File: config.mk
export PLATFORM = sky130hd
export DESIGN_NAME = subdac_spread
export DESIGN_NICKNAME = d
export VERILOG_FILES = /design/src/rtl/subdac_spread.sv
export SDC_FILE = /design/constraint.sdc
export NUM_CORES = 1
export LEC_CHECK = 0
export ABC_AREA = 1
export BUFFER_PORTS_ARGS = -buffer_cell sky130_fd_sc_hd__buf_2
export CAP_MARGIN = 0
export CORE_MARGIN = 4
export CORE_UTILIZATION = 50
export DETAILED_ROUTE_END_ITERATION = 10
export PLACE_DENSITY = 0.78
export REMOVE_ABC_BUFFERS = 1
export SETUP_SLACK_MARGIN = 0.2
export SKIP_LAST_GASP = 1
export SLEW_MARGIN = 10
export SYNTH_ARGS = -nofsm -noshare
export SYNTH_HDL_FRONTEND = slang
export SYNTH_SLANG_ARGS = --single-unit
File: constraint.sdc
create_clock -name clk -period 1.5 [get_ports clk]
set_input_delay 0 -clock clk [delete_from_list [all_inputs] [get_ports clk]]
set_output_delay 0 -clock clk [all_outputs]
set_load 0.03 [all_outputs]
File: src/rtl/subdac_spread.sv
module subdac_spread #(
  parameter int SUB_W     = 12,
  parameter int EXTRA_MAX = 4
) (
  input  logic                                   clk,
  input  logic                                   rst_n,
  input  logic                                   sample_valid,
  input  logic [$clog2(EXTRA_MAX+1)-1:0]         res_mode,
  input  logic [SUB_W+EXTRA_MAX-1:0]             code_in,
  output logic [(SUB_W<<EXTRA_MAX)-1:0]          sub_codes
);
  localparam int NUM_SUB = 1 << EXTRA_MAX;
  localparam int MODE_W  = $clog2(EXTRA_MAX+1);

  logic [MODE_W-1:0]    extra;
  logic [EXTRA_MAX-1:0] sel_mask;
  logic [EXTRA_MAX-1:0] boundary;
  logic [SUB_W-1:0]     fine;

  assign extra    = (res_mode > MODE_W'(EXTRA_MAX)) ? MODE_W'(EXTRA_MAX) : res_mode;
  assign sel_mask = EXTRA_MAX'(((EXTRA_MAX+1)'(1) << extra) - (EXTRA_MAX+1)'(1));
  assign boundary = code_in[SUB_W +: EXTRA_MAX] & sel_mask;
  assign fine     = code_in[SUB_W-1:0];

  for (genvar i = 0; i < NUM_SUB; i++) begin : g_slot
    logic [SUB_W-1:0] nxt;
    always_comb begin
      if (EXTRA_MAX'(i) < boundary)       nxt = '1;
      else if (EXTRA_MAX'(i) == boundary) nxt = fine;
      else                                nxt = '0;
    end
    always_ff @(posedge clk) begin
      if (!rst_n)            sub_codes[i*SUB_W +: SUB_W] <= '0;
      else if (sample_valid) sub_codes[i*SUB_W +: SUB_W] <= nxt;
    end
  end
endmodule

==> results.json <==
{
  "wl_um": 25000,
  "overflow": 0,
  "start_util": 0.509,
  "rrSetupSlack_ns": 0.76,
  "drt_first_pass_iters": 5,
  "worstMarginPinSlew_ns": 0.818,
  "finalPower_mw": 12.5,
  "rsz0062_at_grt": "no",
  "powerDensity_nw_per_um2": 1260,
  "grt_max_degree": 98,
  "port_buffers": 213,
  "seq_area_frac_synth": 0.498,
  "routedWlPerCell_um": 17.1,
  "num_rows": 45,
  "min_period_ns": 1.15,
  "n_fill_cell": 1331,
  "end_kind": "flop",
  "cts-root-buf": "clkbuf_16",
  "num_io_pins": 214,
  "crit_end": "sub_codes[84]",
  "syn_inst": 1047,
  "multi_input_area_um2": 3180,
  "drv_cap": 0,
  "worstSetupStartpointType": "primary input",
  "cts_buffers": 17,
  "rr_endpoint": "sub_codes[16]",
  "postCtsResizedCells": 0,
  "first_global_vias": 7041,
  "startpoint": "code_in[0]",
  "fp.dieH_um": 132,
  "synth.avg_cell_area_um2": 7.37,
  "first_iter_violations": 729,
  "htreeDepth": 4,
  "netlist-cell-type-count": 27,
  "worstPathRequired_ns": 1.86,
  "clk_latency_ns": 0.43,
  "p_leak_nw": 4.84,
  "fin_crit_sh": 0.765,
  "place.detailed.hpwl_um": 16600,
  "netlist_area_um2": 7710,
  "final_max_slew_viol_count": 0,
  "core_um2": 15100,
  "clkTransAtPathRegs_ns": 0.07,
  "track_usage": 0.276,
  "fin_skew_ns": 0,
  "antenna_found_initial": 0,
  "area_growth_pct": 28.4,
  "final_cells": 1460,
  "grt_pass1_wl_um": 38900,
  "largest_reg_flops": 192,
  "yosys_register_bits": 192,
  "fp.dieW_um": 132,
  "cts_buffer_depth": 2,
  "hp-class": "in -> reg",
  "viasPerCell": 5.40,
  "slew_headroom": 0.453,
  "peakVddDrop_mv": 0.832,
  "reg_top3": "sub_codes x192",
  "crit_fanout": 7,
  "fin_nets": 1282,
  "hold_violations": 0,
  "seqCellArea_um2": 3840,
  "critical_path_class": "in -> reg",
  "r2r-start": "sub_codes[16]",
  "cts_tree": "done",
  "antenna_cells": 0,
  "fmax_mhz": 871,
  "dp.cells": 1416,
  "top_register": "sub_codes",
  "setup_viol": 0,
  "die-area_um2": 17500,
  "place.gp.congestion": 0.867,
  "status": "finished, final reports clean",
  "drtAntennaViolNets": 0,
  "critPathArrivalTime_ns": 1.50,
  "drc": 0,
  "drive_gt1_frac": 0.257,
  "yosysWarnings": 0,
  "num_vias": 7888,
  "clock-sinks": 192,
  "r2r_cells": 4
}
## per-layer routing
metal,up-vias,GRT usage,part of all wire
met1,3681,0.380,0.43
li1,3803,-,-
met2,360,0.432,0.46
met4,0,0.0935,0.025
met5,-,0,0
met3,44,0.0622,0.080
## layout by cell type, fill, tap and decap left out, drive strengths merged
| cell type | instances |
|---|---|
| nand2 | 332 |
| buf | 268 |
| dfxtp | 192 |
| a21oi | 123 |
| inv | 75 |
| o21ai | 70 |
| nand3 | 61 |
| nor2 | 55 |
| a31oi | 46 |
| clkbuf | 21 |
| dlygate4sd3 | 13 |
| bufinv | 7 |
| a22oi | 3 |
| clkinvlp | 2 |
| clkinv | 2 |
| o211ai | 1 |
| nand3b | 1 |
## repair_timing
action | 4_1_cts | 5_1_grt
endpoints found under the hold margin | 49 | 0
setup buffers | 0 | 0
hold buffers | 13 | 0
## worst max-delay path, stage by stage
cell and delay (ns):
dlygate4sd3_1 0.52, buf_2 0.14, nand2_1 0.07, inv_1 0.31, buf_4 0.23, nand2_1 0.06, a31oi_1 0.16
## cell usage after synthesis
cell type | n | share of area
clkinv_1 | 1 | 0.00049
nor2_4 | 5 | 0.0073
o21ai_0 | 49 | 0.032
inv_2 | 6 | 0.0029
o21ai_2 | 2 | 0.0023
inv_1 | 69 | 0.034
a31oi_1 | 46 | 0.037
a21oi_2 | 1 | 0.0011
nor2_8 | 2 | 0.0052
a21oi_1 | 122 | 0.079
nor2_1 | 45 | 0.022
buf_2 | 35 | 0.023
nand2_1 | 322 | 0.16
nand3b_1 | 1 | 0.00097
clkbuf_1 | 42 | 0.020
buf_1 | 1 | 0.00049
nor2_2 | 3 | 0.0024
nand3_2 | 1 | 0.0013
nand2_4 | 2 | 0.0029
nand2_2 | 8 | 0.0065
buf_6 | 1 | 0.0015
dfxtp_1 | 192 | 0.50
o21ai_1 | 19 | 0.012
buf_4 | 8 | 0.0078
o211ai_1 | 1 | 0.00097
nand3_1 | 60 | 0.039
a22oi_1 | 3 | 0.0029
## worst min-delay path by stage
stage                     slack [ns]              to   startpoint  cells past startpoint
after floorplan                  0.1  sub_codes[100]        rst_n                      2
after global placement          0.30   sub_codes[27]        rst_n                      3
after detailed placement        0.31   sub_codes[27]        rst_n                      3
after CTS                       0.08  sub_codes[191]  code_in[12]                      5
after global routing            0.13  sub_codes[191]  code_in[12]                      5
final                           0.10  sub_codes[191]  code_in[12]                      5
## final cells by class
cell class / instances / share of cell area
timing repair buffer: 281 / 0.170
inverter: 76 / 0.0293
sequential: 192 / 0.388
tap: 188 / 0.0237
clock inverter: 10 / 0.0236
clock buffer: 21 / 0.0445
multi-input combinational: 692 / 0.321
## report_power, final
group	switching [mW]	leakage (nW)	total, mW	internal [mW]
sequential	0.128	1.57	5.46	5.33
combinational	1.29	2.96	1.80	0.512
clock	1.94	0.318	5.23	3.29
## cells by family (layout without fill, tap and decap cells)
logic type	Yosys count	after routing	share of synthesized area
flip-flops	192	192	0.498
buffers and inverters	163	388	0.0898
AND/OR/NAND/NOR	449	449	0.244
AO/OA/AOI/OAI	243	243	0.168
## stage by stage
step           setup TNS, ns  hold slack [ns]  setup WS [ns]  instance area [um2]  utilization
6_report                   0            0.103          0.352                 9910        0.654
5_1_grt                    0            0.134          0.278                 9910        0.654
2_1_floorplan        -309.64           0.0976          -2.30                 7310            -
4_1_cts                    0           0.0783          0.377                 9910        0.654
3_5_place_dp               0            0.311         0.0475                 9100        0.601
3_3_place_gp               0            0.303         0.0728                 9100        0.601
No activity file was read; power rests on OpenSTA's default activity.
